<file path="config.mk">
export PLATFORM = sky130hd
export DESIGN_NAME = otp_prot_ctrl
export DESIGN_NICKNAME = d
export VERILOG_FILES = /design/src/rtl/otp_pkg.sv /design/src/rtl/otp_policy.sv /design/src/rtl/otp_seq.sv /design/src/rtl/otp_array.sv /design/src/rtl/otp_prot_ctrl.sv
export SDC_FILE = /design/constraint.sdc
export NUM_CORES = 1
export LEC_CHECK = 0
export ABC_CLOCK_PERIOD_IN_PS = 5300
export BUFFER_PORTS_ARGS = -buffer_cell sky130_fd_sc_hd__clkbuf_2
export CAP_MARGIN = 20
export CORE_ASPECT_RATIO = 0.7
export CORE_MARGIN = 2
export CORE_UTILIZATION = 53
export DETAILED_ROUTE_END_ITERATION = 10
export GPL_TIMING_DRIVEN = 0
export PLACE_DENSITY = 0.74
export SLEW_MARGIN = 25
export SYNTH_ARGS = -nofsm -noshare
export SYNTH_HDL_FRONTEND = slang
export SYNTH_SLANG_ARGS = --single-unit
export TNS_END_PERCENT = 20
</file>
<file path="constraint.sdc">
create_clock -name clk -period 5.3 [get_ports clk]
set_clock_uncertainty 0.05 [all_clocks]
set_input_delay 0.795 -clock clk [delete_from_list [all_inputs] [get_ports clk]]
set_output_delay 0.795 -clock clk [all_outputs]
set_load 0.02 [all_outputs]
</file>
<file path="src/rtl/otp_pkg.sv">
package otp_pkg;

  localparam int WORD_W    = 16;
  localparam int ADR_W     = 8;
  localparam int SEG_WORDS = 4;
  localparam int IDX_W     = $clog2(SEG_WORDS);
  localparam int UID_W     = SEG_WORDS * WORD_W;
  localparam int SEG_FLAT  = SEG_WORDS * WORD_W;

  localparam logic [ADR_W-1:0] LOCK_ADR = 8'h80;
  // offsets from LOCK_ADR: identifier words then user words
  localparam logic [ADR_W-1:0] UID_OFF  = 8'd1;
  localparam logic [ADR_W-1:0] OTP_OFF  = UID_OFF + ADR_W'(SEG_WORDS);
  localparam logic [ADR_W-1:0] END_OFF  = OTP_OFF + ADR_W'(SEG_WORDS);

  // lock bits the user may clear: bit 1 (segment) and bit 2 (security block)
  localparam logic [WORD_W-1:0] LOCK_USER_MASK = 16'h0006;

  typedef enum logic [1:0] {
    RG_NONE,
    RG_LOCK,
    RG_UID,
    RG_OTP
  } region_e;

  typedef struct packed {
    region_e          rg;
    logic [IDX_W-1:0] idx;
  } dec_t;

  function automatic dec_t decode(input logic [ADR_W-1:0] a);
    dec_t             d;
    logic [ADR_W-1:0] off;
    off   = a - LOCK_ADR;
    d.rg  = RG_NONE;
    d.idx = '0;
    if (off == '0) begin
      d.rg = RG_LOCK;
    end else if (off < OTP_OFF) begin
      d.rg  = RG_UID;
      d.idx = IDX_W'(off - UID_OFF);
    end else if (off < END_OFF) begin
      d.rg  = RG_OTP;
      d.idx = IDX_W'(off - OTP_OFF);
    end
    return d;
  endfunction

endpackage

</file>
<file path="src/rtl/otp_policy.sv">
module otp_policy
  import otp_pkg::*;
(
  input  logic [ADR_W-1:0]  addr,
  input  logic [WORD_W-1:0] data,
  input  logic              lk_seg,
  output dec_t              dec,
  output logic              reject
);

  always_comb begin
    dec = decode(addr);
    unique case (dec.rg)
      // lock word: frozen by the segment bit, only bits 1 and 2 clearable
      RG_LOCK: reject = !lk_seg || ((data | LOCK_USER_MASK) != '1);
      RG_OTP:  reject = !lk_seg;
      default: reject = 1'b1;
    endcase
  end

endmodule

</file>
<file path="src/rtl/otp_seq.sv">
module otp_seq
  import otp_pkg::*;
#(
  parameter int BUSY_CYC = 8
) (
  input  logic              clk,
  input  logic              rst_n,
  input  logic              fact_init,
  input  logic              prog_req,
  input  logic [ADR_W-1:0]  prog_addr,
  input  logic [WORD_W-1:0] prog_data,
  input  logic              reject,
  output logic              busy,
  output logic              fire,
  output logic [ADR_W-1:0]  cap_addr,
  output logic [WORD_W-1:0] cap_data,
  output logic              done,
  output logic              err
);

  localparam int CNT_W = $clog2(BUSY_CYC + 1);
  localparam logic [CNT_W-1:0] CNT_LOAD = CNT_W'(BUSY_CYC - 1);

  logic             busy_q, busy_d;
  logic [CNT_W-1:0] cnt_q, cnt_d;
  logic             done_q, done_d;
  logic             err_q, err_d;
  logic             take;

  always_comb begin
    fire   = busy_q && (cnt_q == '0) && !fact_init;
    take   = !busy_q && prog_req && !fact_init;
    busy_d = busy_q;
    cnt_d  = cnt_q;
    done_d = 1'b0;
    err_d  = 1'b0;
    if (fact_init) begin
      busy_d = 1'b0;
      cnt_d  = '0;
    end else if (fire) begin
      busy_d = 1'b0;
      done_d = 1'b1;
      err_d  = reject;
    end else if (busy_q) begin
      cnt_d = cnt_q - 1'b1;
    end else if (take) begin
      busy_d = 1'b1;
      cnt_d  = CNT_LOAD;
    end
  end

  always_ff @(posedge clk or negedge rst_n) begin
    if (!rst_n) begin
      busy_q <= 1'b0;
      cnt_q  <= '0;
      done_q <= 1'b0;
      err_q  <= 1'b0;
    end else begin
      busy_q <= busy_d;
      cnt_q  <= cnt_d;
      done_q <= done_d;
      err_q  <= err_d;
    end
  end

  // request capture, clock-enabled on acceptance only
  always_ff @(posedge clk) begin
    if (take) begin
      cap_addr <= prog_addr;
      cap_data <= prog_data;
    end
  end

  assign busy = busy_q;
  assign done = done_q;
  assign err  = err_q;

  a_r4_done_single: assert property (@(posedge clk) disable iff (!rst_n)
    done_q |=> !done_q);

  a_r4_err_with_done: assert property (@(posedge clk) disable iff (!rst_n)
    err_q |-> done_q);

  a_r4_busy_holds: assert property (@(posedge clk) disable iff (!rst_n)
    (busy_q && !fire && !fact_init) |=> busy_q);

  a_r4_done_follows_busy: assert property (@(posedge clk) disable iff (!rst_n)
    $rose(done_q) |-> $past(busy_q));

  a_r2_init_cancels: assert property (@(posedge clk) disable iff (!rst_n)
    fact_init |=> (!busy_q && !done_q));

endmodule

</file>
<file path="src/rtl/otp_array.sv">
module otp_array
  import otp_pkg::*;
(
  input  logic                clk,
  input  logic                rst_n,
  input  logic                fact_init,
  input  logic                we,
  input  dec_t                dec,
  input  logic [WORD_W-1:0]   data,
  output logic                lk_seg,
  output logic                lk_sec,
  output logic [SEG_FLAT-1:0] seg_flat
);

  logic lk_seg_d, lk_sec_d, lk_en;

  always_comb begin
    lk_en    = fact_init || (we && dec.rg == RG_LOCK);
    lk_seg_d = lk_seg;
    lk_sec_d = lk_sec;
    if (fact_init) begin
      lk_seg_d = 1'b1;
      lk_sec_d = 1'b1;
    end else if (we && dec.rg == RG_LOCK) begin
      lk_seg_d = lk_seg & data[1];
      lk_sec_d = lk_sec & data[2];
    end
  end

  always_ff @(posedge clk) begin
    if (lk_en) begin
      lk_seg <= lk_seg_d;
      lk_sec <= lk_sec_d;
    end
  end

  for (genvar i = 0; i < SEG_WORDS; i++) begin : g_word
    logic [WORD_W-1:0] w_q, w_d;
    logic              w_hit, w_en;

    always_comb begin
      w_hit = we && (dec.rg == RG_OTP) && (dec.idx == IDX_W'(i));
      w_en  = fact_init || w_hit;
      w_d   = fact_init ? '1 : (w_q & data);
    end

    always_ff @(posedge clk) begin
      if (w_en) w_q <= w_d;
    end

    assign seg_flat[i*WORD_W +: WORD_W] = w_q;
  end

  a_r5_no_bit_rises: assert property (@(posedge clk) disable iff (!rst_n)
    !fact_init |=> ((seg_flat & ~$past(seg_flat)) == '0));

  a_r8_segment_frozen: assert property (@(posedge clk) disable iff (!rst_n)
    (!lk_seg && !fact_init) |=> ($stable(seg_flat) && $stable(lk_sec) && !lk_seg));

  a_r11_change_on_commit: assert property (@(posedge clk) disable iff (!rst_n)
    (!we && !fact_init) |=> ($stable(seg_flat) && $stable(lk_seg) && $stable(lk_sec)));

endmodule

</file>
<file path="src/rtl/otp_prot_ctrl.sv">
module otp_prot_ctrl
  import otp_pkg::*;
#(
  parameter int               BUSY_CYC = 8,
  parameter logic [UID_W-1:0] UID_VAL  = 64'h5A3C_96E1_0F7B_D248
) (
  input  logic              clk,
  input  logic              rst_n,
  input  logic              fact_init,
  input  logic              prog_req,
  input  logic [ADR_W-1:0]  prog_addr,
  input  logic [WORD_W-1:0] prog_data,
  output logic              busy,
  output logic              done,
  output logic              err,
  input  logic [ADR_W-1:0]  rd_addr,
  output logic [WORD_W-1:0] rd_data,
  output logic              rd_hit,
  output logic              sec_blk_protect
);

  logic                fire, reject, lk_seg, lk_sec;
  logic [ADR_W-1:0]    cap_addr;
  logic [WORD_W-1:0]   cap_data;
  logic [SEG_FLAT-1:0] seg_flat;
  dec_t                wdec, rdec;

  otp_seq #(.BUSY_CYC(BUSY_CYC)) u_seq (
    .clk       (clk),
    .rst_n     (rst_n),
    .fact_init (fact_init),
    .prog_req  (prog_req),
    .prog_addr (prog_addr),
    .prog_data (prog_data),
    .reject    (reject),
    .busy      (busy),
    .fire      (fire),
    .cap_addr  (cap_addr),
    .cap_data  (cap_data),
    .done      (done),
    .err       (err)
  );

  otp_policy u_policy (
    .addr   (cap_addr),
    .data   (cap_data),
    .lk_seg (lk_seg),
    .dec    (wdec),
    .reject (reject)
  );

  otp_array u_array (
    .clk       (clk),
    .rst_n     (rst_n),
    .fact_init (fact_init),
    .we        (fire && !reject),
    .dec       (wdec),
    .data      (cap_data),
    .lk_seg    (lk_seg),
    .lk_sec    (lk_sec),
    .seg_flat  (seg_flat)
  );

  always_comb begin
    rdec   = decode(rd_addr);
    rd_hit = (rdec.rg != RG_NONE);
    unique case (rdec.rg)
      RG_LOCK: rd_data = {{(WORD_W-3){1'b1}}, lk_sec, lk_seg, 1'b0};
      RG_UID:  rd_data = UID_VAL[rdec.idx*WORD_W +: WORD_W];
      RG_OTP:  rd_data = seg_flat[rdec.idx*WORD_W +: WORD_W];
      default: rd_data = '0;
    endcase
  end

  assign sec_blk_protect = !lk_sec;

  a_r9_sec_latched: assert property (@(posedge clk) disable iff (!rst_n)
    (sec_blk_protect && !fact_init) |=> sec_blk_protect);

  a_r6_bad_target_fails: assert property (@(posedge clk) disable iff (!rst_n)
    (fire && (wdec.rg == RG_UID || wdec.rg == RG_NONE)) |=> (done && err));

endmodule

</file>
# Word-level counts from Yosys, hierarchy flattened
# Index checks and enable logic that the tools add are counted.
# word_totals
mem_count	0
word_cells	96
latchBits	0
input_bits	36
reg_bits	97
out_inout_bits	21
romBits	0
ram_bits	0
# op_classes
n_div	0
order_cmp	4
n_addsub	7
n_reduce_logical	31
n_eq_ne	10
n_mux	24
n_mul	0
shifts	2
n_bitwise	6
# ops
cell	n
AND 16 bit	4
variable part select 64 x 7 -> 16 bit	1
variable part select 64 x 7 -> 16 bit, first input constant	1
one-hot mux 16 bit (3 select lines)	1
two-way mux 4 bit	8
logical NOT 8 bit	2
less-than comparator 8 x 3 -> 1 bit, second input constant	2
less-than comparator 8 x 4 -> 1 bit, second input constant	2
subtractor 8 bit, second input constant	2
inequality test 14 bit, second input constant	1
logical AND 1 bit	11
equality test 2 bit, second input constant	5
two-way mux 1 bit	10
two-way mux 2 bit	4
subtractor 2 x 1 -> 2 bit, second input constant	4
equality test 2 x 1 -> 1 bit, second input constant	3
logical OR 1 bit	6
logical NOT 1 bit	5
logical NOT 4 bit	1
AND reduction 2 bit	2
nonzero test 2 bit	2
subtractor 4 x 1 -> 4 bit, second input constant	1
nonzero test 3 bit	1
AND 1 bit	2
3 further kinds	3

# Longest topological paths before layout
# logic_depth
depth_word	12
mapped_depth	10
mapped_depth_nobuf	7

# Hierarchy
# Synthesis repeated with hierarchy kept, for this count alone.
# hier_totals
hier_cells	378
area_unflattened_um2	4828.4
# modules_own_cells
mod	cells_each	n_inst	area_each_um2
otp_array	149	1	2627.5
otp_seq	59	1	1094.8
otp_prot_ctrl	147	1	960.9
otp_policy	23	1	145.1

# Worst setup path after synthesis
# OpenSTA, ideal clock, no wires.
# synth_path
path_kind	input to output
from	input rd_addr[0]
to	output rd_data[14]
t_required_ns	4.455
cell_stages	9
slack_ns	1.262
t_arrival_ns	3.193
cell_sequence	clkbuf_1 -> inv_1 -> buf_2 -> ha_1 -> nor2b_1 -> xnor2_1 -> nand2_1 -> o32a_1 -> o21ai_0
# synth_via
elab_chain_len	7
# synth_rtl
element	line	rtl
from (decl)	otp_prot_ctrl.sv:16	input logic [ADR_W-1:0] rd_addr,
subtractor 8 bit *	otp_pkg.sv:34	off = a - LOCK_ADR;
less-than comparator 8 x 4 -> 1 bit / subtractor 2 x 1 -> 2 bit (equally long branches)	otp_pkg.sv:42, otp_pkg.sv:41, otp_pkg.sv:44	
two-way mux 4 bit	otp_pkg.sv:42	end else if (off < END_OFF) begin
two-way mux 4 bit	otp_pkg.sv:39	end else if (off < OTP_OFF) begin
two-way mux 2 bit	otp_pkg.sv:37	if (off == '0) begin
variable part select 64 x 7 -> 16 bit (tied with other cells)	otp_prot_ctrl.sv:70	RG_OTP: rd_data = seg_flat[rdec.idx*WORD_W +: WORD_W];
one-hot mux 16 bit (3 select lines) *	otp_prot_ctrl.sv:67	unique case (rdec.rg)
to (decl)	otp_prot_ctrl.sv:17	output logic [WORD_W-1:0] rd_data,
# Mark *: on every way between the ends. The rest lies on a longest branch, timed or not.

# Worst setup path after layout
# Ends and elaborated chain as after synthesis.

==> Flow_metrics.wiki <==
{| class="wikitable"
! Metric !! Value
|-
| Outcome || completed
|-
| Die area || a little under 10,000 µm²
|-
| Peak ir drop on the vdd network || between 0.2 and 0.25 mV
|-
| H-Tree Depth || 3
|-
| Final cycle utilization of the critical path || 92.9%
|-
| Pin count of the biggest net entering global routing || 17
|-
| Max-capacitance violation count || 0
|-
| FMAX || 0.203 GHz
|-
| Combined global-route utilization of all metal layers || between 20 and 30%
|-
| Hold buffer count at CTS || 0
|-
| Routed WL per cell || 21.5 µm
|-
| Wirelength, routed || 12,200 µm
|-
| TritonCTS buffer count || 9
|-
| Post-detailed-route count of antenna-violating nets || 0
|-
| EDFF count, synth || 90
|-
| Detail Placement HPWL || 8460 µm
|-
| Boundary Pins || 57
|-
| Via count of the first global-routing pass || between 3,000 and 4,000
|-
| Number of rows created at floorplan || 28
|-
| Origin of the worst setup path || rd_addr[0]
|-
| Clk pin slew, worst setup/hold paths || 70 ps
|-
| Final hold slack || 220 ps
|-
| Final net count || 482
|-
| Per-cell via count in the routed design || 6.37
|-
| Finished Core Util || 63.4%
|-
| Sum Neg Setup Slack || 0 ps
|-
| Max Fanout on Critical Path || 10
|-
| Min setup slack post-route || 374 ps
|-
| Pwr per Cell Area || between 300 and 400 nW/µm²
|-
| RePlAce Congestion || 0.944
|-
| Sort of element at the end of the critical path || output port
|-
| Launching point of the worst reg2reg path || u_seq.cap_addr[4]$_DFFE_PP_
|-
| Number of setup violations in the final report || 0
|-
| Number of detailed-route iterations in the first pass || 5
|-
| Placeable core region || around 8500 µm²
|-
| Class of the worst hold path || in -> async
|-
| Worst slack at placement || between 500 and 600 ps
|-
| Total Power || 1700 µW
|-
| Die boundary width || between 100 and 150 µm
|-
| Post-synth cell types || 57
|-
| Async set-or-reset flop fraction in the synthesized netlist || between 7 and 8%
|-
| Post-synthesis average cell area || 12.5 µm²
|-
| Number of filler cells placed in the layout || 679
|-
| Transition time of the tightest slew-check pin || 1010 ps
|-
| Highest routed metal layer || met4
|-
| Number of hold violations in the final report || 0
|-
| Buffers inserted during post-CTS setup optimization || 0
|-
| Static power due to leakage || 0.00220 µW
|-
| CP delay by family, top || buffers and inverters
|-
| Y dimension of the die || roughly 83 µm
|-
| Antenna violations before repair || 0
|-
| CTS sink count || a little under 100
|-
| Post-Synthesis Cells || between 300 and 400
|-
| Net count of the mapped netlist || 414
|-
| First-pass GRT wire length || ~19,000 µm
|-
| Multi-input logic area || 1660 µm²
|-
| Overflow left after global routing || 0
|-
| Starting density of the core || 55.0%
|-
| Cell at the slowest stage of the critical path || xnor2_1
|-
| Min Tclk post-route || 4930 ps
|-
| Number of buffers between clock root and the deepest sink || 2
|-
| Share of cells above drive strength 1 || 19.2%
|-
| Reg area || 2880 µm²
|-
| Synthesis Warnings || 0
|-
| Area share of the largest cell type after synthesis || 57.8%
|-
| Met1 WL || 5420 µm
|-
| Clock tree from TritonCTS || done
|-
| Most instantiated flip-flop cell in the synthesis netlist || edfxtp_1
|-
| Critical path data required time || 4450 ps
|-
| Amount of wire on met2 after detailed routing || 5270 µm
|-
| Wire length on met3 || 1310 µm
|-
| Fraction of the yosys area taken by sequential cells || 61.5%
|-
| Number of remaining DRC errors || 0
|-
| Layout overhead on the synthesized area || 15.4%
|-
| Buffers and inverters on the worst path || 4
|-
| Flip-flop and latch count after synthesis || 97
|-
| Data arrival at the endpoint of the critical path || 4080 ps
|-
| Skew-Pair Late Insertion Delay || approximately 350 ps
|-
| CTS Root Buffer Type || clkbuf_16
|-
| Total count of max-transition violations in the final report || 0
|-
| Type of the setup path with the least slack || in -> out
|-
| DRC marker count from the first detailed-route iteration || 475
|-
| Worst setup SP type || input port
|-
| Most area-hungry cell type in the Yosys netlist || edfxtp_1
|-
| Combined area of all synthesized cells || 4680 µm²
|-
| Routed vias || 3,611
|-
| Worst slew margin || around 33%
|-
| Cell types with the largest area share after synthesis || edfxtp_1 58%, a21o_1 11%, dfrtp_1 3.7%
|-
| RSZ-0062 raised after global routing || false
|-
| Number of port buffers || 54
|-
| Slowest Stage Delay on Critical Path || 680 ps
|-
| Internal reg-to-reg setup slack || approximately 2500 ps
|-
| # resized after CTS || 0
|-
| Cell breakdown of the critical path || clkbuf_1 -> inv_1 -> buf_2 -> ha_1 -> nor2b_1 -> xnor2_1 -> nand2_1 -> o32a_1 -> o21ai_0 -> clkbuf_2
|-
| Antenna diode count || 0
|}
==> flip-flops by register name (all words and copies together), names as in the netlist <==
name                flops
u_seq.err               1
u_array.g_word.w_q     64
u_seq.done              1
u_array.lk_sec          1
u_seq.cnt_q             4
u_array.lk_seg          1
u_seq.cap_addr          8
u_seq.busy              1
u_seq.cap_data         16
==> final timing paths <==
kind                                                                 to  cells after the start
min in group clk                u_array.g_word[0].w_q[13]$_SDFFCE_PP1P_                      1
max in group asynchronous                          u_seq.done$_DFF_PN0_                      1
worst min-delay path                               u_seq.busy$_DFF_PN0_                      1
worst min register to register  u_array.g_word[0].w_q[13]$_SDFFCE_PP1P_                      1
worst max register to register   u_array.g_word[0].w_q[9]$_SDFFCE_PP1P_                      4
worst max-delay path                                        rd_data[14]                     10
==> final cells by class <==
class | count | area share (%)
Buffer | 22 | 1.69
Clock buffer | 9 | 4.17
Clock inverter | 7 | 0.811
Inverter | 14 | 0.973
Multi-Input combinational cell | 241 | 30.8
Sequential cell | 97 | 53.3
Tap cell | 120 | 2.78
Timing Repair Buffer | 57 | 5.49
==> routing by layer <==
metal / vias up / GRT usage (%)
met3: 27 / 7.81
met4: 0 / 7.74
met1: 1781 / 39.2
met5: - / 0
met2: 205 / 39.4
li1: 1598 / -
==> synthesized netlist by cell type (2+ instances only) <==
cell type,n
a311oi_1,2
o22a_1,2
and3_1,2
nor3b_1,3
nand4_1,3
mux2_2,3
nor3_1,10
o22ai_1,4
xnor2_1,3
nand3_1,8
mux2i_1,11
a21oi_1,17
buf_2,4
o2111ai_1,4
a31oi_1,5
nor4b_1,2
a21o_1,68
inv_1,14
nand2b_1,3
o211ai_1,4
nor2_1,10
dfrtp_1,7
a31o_2,4
nand2_1,16
clkbuf_1,16
edfxtp_1,90
or4_1,2
and2_1,2
o21a_1,4
ha_1,4
nor2b_1,3
o21ai_0,19
==> worst reg2reg max path: cells and delay by family (launching register included) <==
family	cells	cell delay (ps)
and+or+nand+nor	3	1200
AOI/OAI and AO/OA	1	750
DFF	1	370
==> placed cells by master, fill, tap and decap left out, types with 10 or more instances in the layout <==
cell type,n
nand2_1,16
a21o_1,68
a21oi_1,17
inv_1,14
nor2_1,10
edfxtp_1,90
clkbuf_2,54
clkbuf_1,16
mux2i_1,11
o21ai_0,19
==> metrics by stage <==
step	cell area (µm²)	cells
2_1_floorplan	4680	374
3_3_place_gp	5100	548
3_5_place_dp	5130	551
4_1_cts	5400	567
5_1_grt	5400	567
6_report	5400	567
==> kinds of logic after synthesis <==
family          Yosys count  share of synthesized area, %
xor+xnor                  3                         0.562
simple gates             70                          8.13
mux                      14                          3.08
buf+inv                  36                          3.08
flops                    97                          61.5
compound gates          150                          22.6
fa+ha+maj                 4                          1.07
==> power by group <==
group,internal [µW],leakage (µW),switching (µW)
logic,70.4,0.00113,113
clock network,317,0.000135,283
registers,887,0.000932,29.3
total,1270,0.00220,425
Note: power is estimated with default switching activity, not from simulation.
